$ cat config.mk
export PLATFORM = sky130hd
export DESIGN_NAME = shiftadd_mcode_mul
export DESIGN_NICKNAME = d
export VERILOG_FILES = /design/src/rtl/shiftadd_mcode_pkg.sv /design/src/rtl/shiftadd_mcode_rom.sv /design/src/rtl/shiftadd_mcode_seq.sv /design/src/rtl/shiftadd_mcode_dp.sv /design/src/rtl/shiftadd_mcode_mul.sv
export SDC_FILE = /design/constraint.sdc
export NUM_CORES = 1
export LEC_CHECK = 0
export ABC_AREA = 1
export BUFFER_PORTS_ARGS = -buffer_cell sky130_fd_sc_hd__buf_2
export CORE_MARGIN = 2
export CORE_UTILIZATION = 40
export DETAILED_ROUTE_END_ITERATION = 8
export PLACE_DENSITY = 0.71
export SLEW_MARGIN = 20
export SYNTH_ARGS = -nofsm -noshare
export SYNTH_HDL_FRONTEND = slang
export SYNTH_HIERARCHICAL = 1
export SYNTH_SLANG_ARGS = --single-unit
$ cat constraint.sdc
create_clock -name clk -period 0.8 [get_ports clk]
set_input_delay 0.16 -clock clk [delete_from_list [all_inputs] [get_ports clk]]
set_output_delay 0.16 -clock clk [all_outputs]
set_load 0.01 [all_outputs]
$ cat src/rtl/shiftadd_mcode_pkg.sv
package shiftadd_mcode_pkg;

  localparam int UADDR_W   = 3;
  localparam int UCTL_W    = 4;
  localparam int USEL_W    = 2;
  localparam int UWORD_W   = UCTL_W + USEL_W + 2 * UADDR_W;
  localparam int ROM_DEPTH = 5;

  typedef enum logic [USEL_W-1:0] {
    SEL_ALWAYS = 2'b00,
    SEL_GO     = 2'b01,
    SEL_QLSB   = 2'b10,
    SEL_ZERO   = 2'b11
  } sel_e;

  typedef enum logic [UADDR_W-1:0] {
    UA_IDLE  = 3'd0,
    UA_INIT  = 3'd1,
    UA_SCAN  = 3'd2,
    UA_ADD   = 3'd3,
    UA_SHIFT = 3'd4
  } uaddr_e;

  typedef struct packed {
    logic shift_dec;
    logic clear_c;
    logic add_load;
    logic init;
  } ctl_t;

  typedef struct packed {
    ctl_t   ctl;
    sel_e   sel;
    uaddr_e nxt0;
    uaddr_e nxt1;
  } uword_t;

  function automatic uword_t mk_word(logic [UCTL_W-1:0] strobes, sel_e sel,
                                     uaddr_e n0, uaddr_e n1);
    uword_t w;
    w.ctl  = ctl_t'(strobes);
    w.sel  = sel;
    w.nxt0 = n0;
    w.nxt1 = n1;
    return w;
  endfunction

endpackage

$ cat src/rtl/shiftadd_mcode_rom.sv
module shiftadd_mcode_rom
  import shiftadd_mcode_pkg::*;
(
  input  uaddr_e addr,
  output uword_t word
);

  // strobes: {shift_dec, clear_c, add_load, init}
  always_comb begin
    case (addr)
      UA_IDLE:  word = mk_word(4'b0000, SEL_GO,     UA_IDLE,  UA_INIT);
      UA_INIT:  word = mk_word(4'b0101, SEL_ALWAYS, UA_SCAN,  UA_SCAN);
      UA_SCAN:  word = mk_word(4'b0000, SEL_QLSB,   UA_SHIFT, UA_ADD);
      UA_ADD:   word = mk_word(4'b0010, SEL_ALWAYS, UA_SHIFT, UA_SHIFT);
      UA_SHIFT: word = mk_word(4'b1100, SEL_ZERO,   UA_SCAN,  UA_IDLE);
      default:  word = mk_word(4'b0000, SEL_ALWAYS, UA_IDLE,  UA_IDLE);
    endcase
  end

endmodule

$ cat src/rtl/shiftadd_mcode_seq.sv
module shiftadd_mcode_seq
  import shiftadd_mcode_pkg::*;
(
  input  logic   clk,
  input  logic   rst_n,
  input  logic   go,
  input  logic   qlsb,
  input  logic   zero,
  input  uword_t word,
  output uaddr_e car
);

  logic   cond;
  uaddr_e car_d;

  always_comb begin
    case (word.sel)
      SEL_GO:   cond = go;
      SEL_QLSB: cond = qlsb;
      SEL_ZERO: cond = zero;
      default:  cond = 1'b0;
    endcase
    car_d = cond ? word.nxt1 : word.nxt0;
  end

  always_ff @(posedge clk or negedge rst_n) begin
    if (!rst_n) car <= UA_IDLE;
    else        car <= car_d;
  end

  p_car_legal_r7: assert property (@(posedge clk) disable iff (!rst_n)
    car <= UA_SHIFT);
  p_start_r3: assert property (@(posedge clk) disable iff (!rst_n)
    (car == UA_IDLE && go) |=> car == UA_INIT);
  p_idle_wait_r3: assert property (@(posedge clk) disable iff (!rst_n)
    (car == UA_IDLE && !go) |=> car == UA_IDLE);
  p_skip_add_r4: assert property (@(posedge clk) disable iff (!rst_n)
    (car == UA_SCAN && !qlsb) |=> car == UA_SHIFT);
  p_take_add_r4: assert property (@(posedge clk) disable iff (!rst_n)
    (car == UA_SCAN && qlsb) |=> car == UA_ADD);
  p_finish_r6: assert property (@(posedge clk) disable iff (!rst_n)
    (car == UA_SHIFT && zero) |=> car == UA_IDLE);
  p_loop_r6: assert property (@(posedge clk) disable iff (!rst_n)
    (car == UA_SHIFT && !zero) |=> car == UA_SCAN);

endmodule

$ cat src/rtl/shiftadd_mcode_dp.sv
module shiftadd_mcode_dp
  import shiftadd_mcode_pkg::*;
#(
  parameter int WIDTH = 4,
  parameter int CNT_W = $clog2(WIDTH)
) (
  input  logic               clk,
  input  logic               rst_n,
  input  logic               load_b,
  input  logic               load_q,
  input  logic [WIDTH-1:0]   data_in,
  input  ctl_t               ctl,
  output logic               qlsb,
  output logic               zero,
  output logic [2*WIDTH-1:0] product
);

  localparam logic [CNT_W-1:0] P_START = CNT_W'(WIDTH - 1);

  logic [WIDTH-1:0] b_q, q_q, a_q;
  logic             c_q;
  logic [CNT_W-1:0] p_q;

  logic [WIDTH-1:0] q_d, a_d;
  logic             c_d;
  logic [CNT_W-1:0] p_d;
  logic             a_en, c_en, q_en, p_en;
  logic [WIDTH:0]   sum;

  assign sum = {1'b0, a_q} + {1'b0, b_q};

  always_comb begin
    a_en = ctl.init | ctl.add_load | ctl.shift_dec;
    if (ctl.init)          a_d = '0;
    else if (ctl.add_load) a_d = sum[WIDTH-1:0];
    else                   a_d = {c_q, a_q[WIDTH-1:1]};

    c_en = ctl.clear_c | ctl.add_load;
    c_d  = ctl.clear_c ? 1'b0 : sum[WIDTH];

    q_en = load_q | ctl.shift_dec;
    q_d  = load_q ? data_in : {a_q[0], q_q[WIDTH-1:1]};

    p_en = ctl.init | ctl.shift_dec;
    p_d  = ctl.init ? P_START : p_q - 1'b1;
  end

  always_ff @(posedge clk or negedge rst_n) begin
    if (!rst_n) begin
      b_q <= '0;
      q_q <= '0;
      a_q <= '0;
      c_q <= 1'b0;
      p_q <= '0;
    end else begin
      if (load_b) b_q <= data_in;
      if (q_en)   q_q <= q_d;
      if (a_en)   a_q <= a_d;
      if (c_en)   c_q <= c_d;
      if (p_en)   p_q <= p_d;
    end
  end

  assign qlsb    = q_q[0];
  assign zero    = (p_q == '0);
  assign product = {a_q, q_q};

  p_loadb_r2: assert property (@(posedge clk) disable iff (!rst_n)
    load_b |=> b_q == $past(data_in));
  p_loadq_r2: assert property (@(posedge clk) disable iff (!rst_n)
    load_q |=> q_q == $past(data_in));
  p_init_r3: assert property (@(posedge clk) disable iff (!rst_n)
    ctl.init |=> (a_q == '0 && !c_q && p_q == P_START));
  p_add_r4: assert property (@(posedge clk) disable iff (!rst_n)
    ctl.add_load |=> {c_q, a_q} == ({1'b0, $past(a_q)} + {1'b0, $past(b_q)}));
  p_shift_r5: assert property (@(posedge clk) disable iff (!rst_n)
    (ctl.shift_dec && !load_q) |=>
      (q_q == {$past(a_q[0]), $past(q_q[WIDTH-1:1])} &&
       a_q == {$past(c_q), $past(a_q[WIDTH-1:1])} &&
       !c_q && p_q == CNT_W'($past(p_q) - 1'b1)));
  p_hold_r10: assert property (@(posedge clk) disable iff (!rst_n)
    (!ctl.init && !ctl.add_load && !ctl.shift_dec && !load_q) |=>
      ($stable(a_q) && $stable(q_q)));

endmodule

$ cat src/rtl/shiftadd_mcode_mul.sv
module shiftadd_mcode_mul
  import shiftadd_mcode_pkg::*;
#(
  parameter int WIDTH = 4
) (
  input  logic               clk,
  input  logic               rst_n,
  input  logic               go,
  input  logic               load_b,
  input  logic               load_q,
  input  logic [WIDTH-1:0]   data_in,
  output logic [2*WIDTH-1:0] product,
  output logic               done
);

  localparam int CNT_W = (WIDTH > 2) ? $clog2(WIDTH) : 1;

  logic [1:0] rst_sync;
  logic       rst_int_n;

  always_ff @(posedge clk or negedge rst_n) begin
    if (!rst_n) rst_sync <= 2'b00;
    else        rst_sync <= {rst_sync[0], 1'b1};
  end
  assign rst_int_n = rst_sync[1];

  uaddr_e car;
  uword_t word;
  logic   qlsb, zero, done_d;

  shiftadd_mcode_rom u_rom (
    .addr (car),
    .word (word)
  );

  shiftadd_mcode_seq u_seq (
    .clk   (clk),
    .rst_n (rst_int_n),
    .go    (go),
    .qlsb  (qlsb),
    .zero  (zero),
    .word  (word),
    .car   (car)
  );

  shiftadd_mcode_dp #(.WIDTH(WIDTH), .CNT_W(CNT_W)) u_dp (
    .clk     (clk),
    .rst_n   (rst_int_n),
    .load_b  (load_b),
    .load_q  (load_q),
    .data_in (data_in),
    .ctl     (word.ctl),
    .qlsb    (qlsb),
    .zero    (zero),
    .product (product)
  );

  assign done_d = (car == UA_SHIFT) && zero;

  always_ff @(posedge clk or negedge rst_int_n) begin
    if (!rst_int_n) done <= 1'b0;
    else            done <= done_d;
  end

  p_done_pulse_r10: assert property (@(posedge clk) disable iff (!rst_int_n)
    done |=> !done);
  p_done_idle_r6: assert property (@(posedge clk) disable iff (!rst_int_n)
    done |-> car == UA_IDLE);
  p_strobe_excl_r7: assert property (@(posedge clk) disable iff (!rst_int_n)
    $onehot0({word.ctl.init, word.ctl.add_load, word.ctl.shift_dec}));

endmodule

==> impl_metrics.csv, run 1 <==
group,metric,value,unit
cells_and_area,fill_cells,197,
synth,netlist_area,1175,um2
clocking,cts_tree,"yes",
cells_and_area,final_cell_mix,"21 x nand2_1, 21 x buf_4, 19 x buf_6",
cells_and_area,regArea,530.5,um2
global_route,track_usage,19.80,%
synth,yosys_warnings,6,
synth,synthArstFlopShare,100.0,%
critical_path,critPathLaunchType,"register",
placed_design,dp_slack,-617.6,ps
route,drc,0,
floorplan,die_area,3387,um2
status,violations,"negative setup slack",
placed_design,io_buffers,17,
synth,ys_seq_elements,21,
clocking,clock_latency,310,ps
cells_and_area,fin_nets,204,
synth,syn-num-nets,151,
global_route,grt-ovfl-total,0,
synth,syn_avg_cell_area,8.639,um2
critical_path,arrival,1650,ps
clocking,cts_root_buffer,"clkbuf_4",
floorplan,row_count,19,
power,p_leak,0.9256,nW
route,via_per_inst,5.292,
route,firstDrtPassIters,4,
route,wl_per_cell,15.86,um
cells_and_area,drive_above_1_share,59.57,%
sta,finClkSkew,17.32,ps
critical_path,max_stage_delay,420,ps
clocking,clock_sinks,21,
synth,synth-edff-count,0,
sta,rsz0062_at_grt,"true",
sta,fmax,695.5,MHz
placed_design,post-dp-hpwl,2071,um
cells_and_area,n_antenna_cell,0,
cells_and_area,fin_util,68.33,%
critical_path,worst_setup_path_end_kind,"register",
status,outcome,"complete, but fails checks",
critical_path,crit_slowest_cell,"dfrtp_1",
critical_path,required,1020,ps
sta,worst_slack,-637.9,ps
clocking,path_clk_slew,130,ps
sta,drv_slew,0,
critical_path,cp_max_fo,2,
sta,finalCritPeriodShare,179.7,%
floorplan,ios,18,
synth,synthCells,136,
cells_and_area,multi_input_comb_area,768.2,um2
global_route,grt_pass1_wl,5030,um
cells_and_area,stdcell_count,219,
floorplan,core,2781,um2
clocking,clock_path_buffers,2,
synth,yosysSeqAreaShare,44.73,%
floorplan,initial_core_util,42.24,%
synth,synth_ff_type,"dfrtp_1",
critical_path,cp_cell_sequence,"ha_2 -> fa_2 -> a21oi_2 -> nor2_1 -> o21ai_1 -> a21oi_1",
power,p_per_area,3326,nW/um2
floorplan,die_height,58.20,um
clocking,cts_max_level,1,
route,ant_nets,0,
global_route,grt_max_degree,20,
route,drtIter0Drc,62,
route,drt-total-wl,3474,um
route,vias,1159,
clocking,cts_made_buffers,3,
power,irDropWorstVdd,0.002477,V
global_route,grt_pass1_vias,1106,
placed_design,place_inst,201,
floorplan,die_x,58.20,um
sta,finalSetupViolCount,28,
sta,hold_viol_final,0,
job,maxCapViolCount,0,
placed_design,gp_congestion,0.8317,
global_route,antenna_found_initial,0,
cells_and_area,area_delta_synth_final,61.77,%
critical_path,worstSetupPathType,"register to register",
sta,fin_crit,1438,ps
hold_path,hold_class,"primary input to register",
synth,synth.distinct_cells,27,
[metal layers]
metal / share of wire (%) / GRT usage [%] / vias up
li1: - / - / 545
met1: 37 / 24.01 / 570
met2: 56 / 35.71 / 35
met3: 5.0 / 4.241 / 9
met4: 1.8 / 4.651 / 0
met5: 0 / 0 / -
[sequential cells by signal, summed over array words and instances (netlist names)]
register and flops:
u_dp/b_q 4, rst_sync 2, u_dp/q_q 4, u_dp/a_q 4, u_seq/car 3, done 1, u_dp/p_q 2, u_dp/c_q 1
[timing repair]
item,in CTS,in global routing
setup endpoints to repair,27,28
setup buffers,11,6
hold endpoints to repair,2,0
gates resized for setup,46,21
pin swaps,11,10
hold buffers,1,0
[final timing paths]
kind / start / end / slack (ps) / cells after the start
setup / recovery: u_dp/a_q[0] / u_dp/c_q / -640 / 6
hold / removal: data_in[3] / u_dp/q_q[3] / 80 / 3
setup reg to reg: u_dp/a_q[0] / u_dp/c_q / -640 / 6
hold reg to reg: rst_sync[1] / u_dp/q_q[0] / 180 / 1
max in group asynchronous: rst_sync[1] / u_seq/car[0] / 370 / 1
min in group asynchronous: rst_n / rst_sync[0] / 160 / 2
[cell families (layout without fill, tap and decap cells)]
family	after synthesis	after routing	share of synthesized area (%)
compound gates	20	20	9.585
xor+xnor	1	1	0.7456
fa+ha+maj	6	6	7.029
buf+inv	25	77	9.266
flops	21	21	44.73
mux	5	5	4.686
other cells	2	2	0.6392
simple gates	56	56	23.32
[layout make-up]
class | instances | share of cell area, %
Clock buffer | 3 | 1.185
Clock inverter | 1 | 0.2633
Inverter | 21 | 5.201
Multi-Input combinational cell | 90 | 40.42
Sequential cell | 21 | 27.91
Tap cell | 31 | 2.041
Timing Repair Buffer | 52 | 22.98
[metrics by stage]
stage	area, um2	power, mW	hold slack [ps]	TNS, ps
3_5_place_dp	1478	4.330	-52.35	-6408
6_report	1901	6.322	79.21	-9370
5_1_grt	1901	6.715	90.59	-10560
4_1_cts	1778	5.772	73.95	-8546
3_3_place_gp	1478	4.207	-54.62	-5724
2_1_floorplan	1226	3.325	-135.6	-5822
[worst max-delay path: cells and delay by family, from the launching register on]
family | cells | cell delay (ps)
compound gates | 3 | 320
fa+ha+maj | 2 | 560
flops | 1 | 420
simple gates | 1 | 50
[power breakdown]
group / switching [mW] / internal, mW
logic: 2.28 / 1.96
clock network: 0.334 / 0.187
registers: 0.236 / 1.33
[synthesized netlist by cell type (all sizes together) (2+ instances only)]
cell type,instances,area share [%]
ha,5,5.3
mux2,4,3.8
a21oi,6,2.6
conb,2,0.64
dfrtp,21,45
buf,4,2.6
o22ai,4,2.7
nor2,9,3.9
nand3,13,6.0
o21ai,9,3.8
inv,21,6.7
nor3,2,1.3
nand4,3,1.6
nand2,29,11
Power figures use the tool's default switching activity.
==> inputs of run 2 (changes only) <==
==> constraint.sdc (replaced) <==
create_clock -name clk -period 0.8 [get_ports clk]
set_input_delay 0 -clock clk [delete_from_list [all_inputs] [get_ports clk]]
set_output_delay 0 -clock clk [all_outputs]
set_load 0.01 [all_outputs]
==> run 2 against run 1 <==
Net effect:
- the run still ends with negative setup slack left
- clock power is 1% higher
- setup slack worse by 17 ps
- register-to-register slack worse by 20 ps
- final cell count stayed put
- first-iteration DRC count is 24% lower
- maximum frequency is 1.2% lower
- largest cell class unchanged
==> impl_metrics.csv, run 2 (synthesized netlist as in run 1, its figures left out) <==
group,metric,value,unit
clocking,clock_sinks,21,
route,via_per_inst,5.247,
sta,finClkSkew,8.778,ps
placed_design,gp_congestion,0.8224,
cells_and_area,fin_nets,204,
sta,hold_viol_final,0,
route,firstDrtPassIters,4,
power,p_per_area,3213,nW/um2
route,drt-total-wl,3391,um
critical_path,arrival,1660,ps
cells_and_area,final_cell_mix,"21 x nand2_1, 19 x dfrtp_1, 17 x buf_4",
floorplan,die_area,3387,um2
route,wl_per_cell,15.48,um
clocking,clock_latency,310,ps
critical_path,worst_setup_path_end_kind,"register",
critical_path,cp_max_fo,2,
clocking,cts_root_buffer,"clkbuf_4",
floorplan,die_x,58.20,um
sta,finalSetupViolCount,27,
global_route,grt_pass1_vias,1106,
global_route,grt-ovfl-total,0,
job,maxCapViolCount,0,
power,irDropWorstVdd,0.002505,V
sta,rsz0062_at_grt,"true",
global_route,grt_max_degree,20,
global_route,grt_pass1_wl,5092,um
critical_path,worstSetupPathType,"register to register",
route,vias,1149,
placed_design,dp_slack,-617.8,ps
cells_and_area,fill_cells,212,
status,violations,"negative setup slack",
placed_design,io_buffers,17,
sta,fmax,687.3,MHz
global_route,met1_usage,23.86,%
sta,fin_crit,1455,ps
global_route,track_usage,20.40,%
power,p_leak,0.9007,nW
floorplan,ios,18,
cells_and_area,n_antenna_cell,0,
global_route,met3_usage,4.688,%
sta,drv_slew,0,
route,ant_nets,0,
global_route,antenna_found_initial,0,
route,drc,0,
cells_and_area,fin_area,1854,um2
global_route,grt-busiest-layer,"met2",
floorplan,die_height,58.20,um
global_route,use_met2,37.66,%
status,outcome,"complete, but fails checks",
floorplan,row_count,19,
hold_path,hold_class,"primary input to register",
clocking,cts_max_level,1,
clocking,clock_path_buffers,2,
critical_path,required,1010,ps
cells_and_area,final_common_cell,"nand2_1",
cells_and_area,drive_above_1_share,52.13,%
route,drtIter0Drc,47,
cells_and_area,reg_top3,"u_dp/a_q (4), u_dp/b_q (4), u_dp/q_q (4)",
placed_design,post-dp-hpwl,1960,um
clocking,cts_made_buffers,3,
placed_design,post_dp_cell_area,1463,um2
sta,finalCritPeriodShare,181.9,%
clocking,cts_tree,"yes",
clocking,path_clk_slew,130,ps
floorplan,core,2781,um2
critical_path,critPathLaunchType,"register",
sta,worst_slack,-655.1,ps
floorplan,initial_core_util,42.24,%
cells_and_area,area_delta_synth_final,57.83,%
[run 2: cell count changes in the layout (fill, tap and decap cells not counted), sizes merged]
cell | before | now
buf | 51 | 43
clkinv | 1 | 2
dlygate4sd3 | 1 | 9
inv | 21 | 20
[run 2: power by group]
group,internal (mW),leakage [nW],switching (mW)
sequential,1.33,0.253,0.229
clock,0.187,0.0177,0.339
combinational,1.76,0.630,2.12
total,3.27,0.901,2.69
[run 2: worst paths after layout]
kind / startpoint / slack (ps) / endpoint / depth (start not counted)
max: u_dp/a_q[0] / -660 / u_dp/a_q[2] / 5
min: go / 60 / u_seq/car[1] / 4
max reg2reg: u_dp/a_q[0] / -660 / u_dp/a_q[2] / 5
min reg2reg: rst_sync[1] / 220 / u_dp/q_q[0] / 1
max in group asynchronous: rst_n / 140 / rst_sync[1] / 3
min in group asynchronous: rst_sync[1] / 220 / u_dp/q_q[0] / 1
[run 2: timing repair]
action | in CTS | in global routing
pin swaps | 8 | 8
buffers inserted | 10 | 2
setup endpoints to repair | 26 | 28
hold buffers | 8 | 1
resized for setup | 34 | 18
hold endpoints to repair | 8 | 1
[run 2: final cells by class]
type | instances | area [um2] | area share (%)
clock buffers | 3 | 22.52 | 1.215
repair buffers | 52 | 429.2 | 23.14
flip-flops and latches | 21 | 528.0 | 28.47
multi-input cells | 90 | 729.5 | 39.34
inverters | 21 | 101.3 | 5.466
well taps | 31 | 38.79 | 2.092
clock inverters | 1 | 5.005 | 0.2699
[run 2: stage by stage]
step	cells	hold slack [ps]	util, %	power [mW]	setup TNS (ps)
floorplan	136	-295.6	-	3.325	-5822
global placement	199	-214.5	52.59	4.157	-5878
detailed placement	199	-213.9	52.59	4.256	-6600
CTS	218	7.648	63.83	5.510	-7739
global route	219	42.88	66.67	6.326	-9591
finish	219	55.26	66.67	5.957	-8225
[run 2: critical path, cell delays in order, from the launching register on]
cell,delay [ps]
dfrtp_1,420
ha_2,200
fa_2,350
xor2_1,160
nor2_1,120
o22ai_2,90
[run 2: metal layers]
layer	vias to the layer above	routed length, um
li1	546	-
met1	553	1353
met2	42	1834
met3	8	125
met4	0	77
met5	-	0
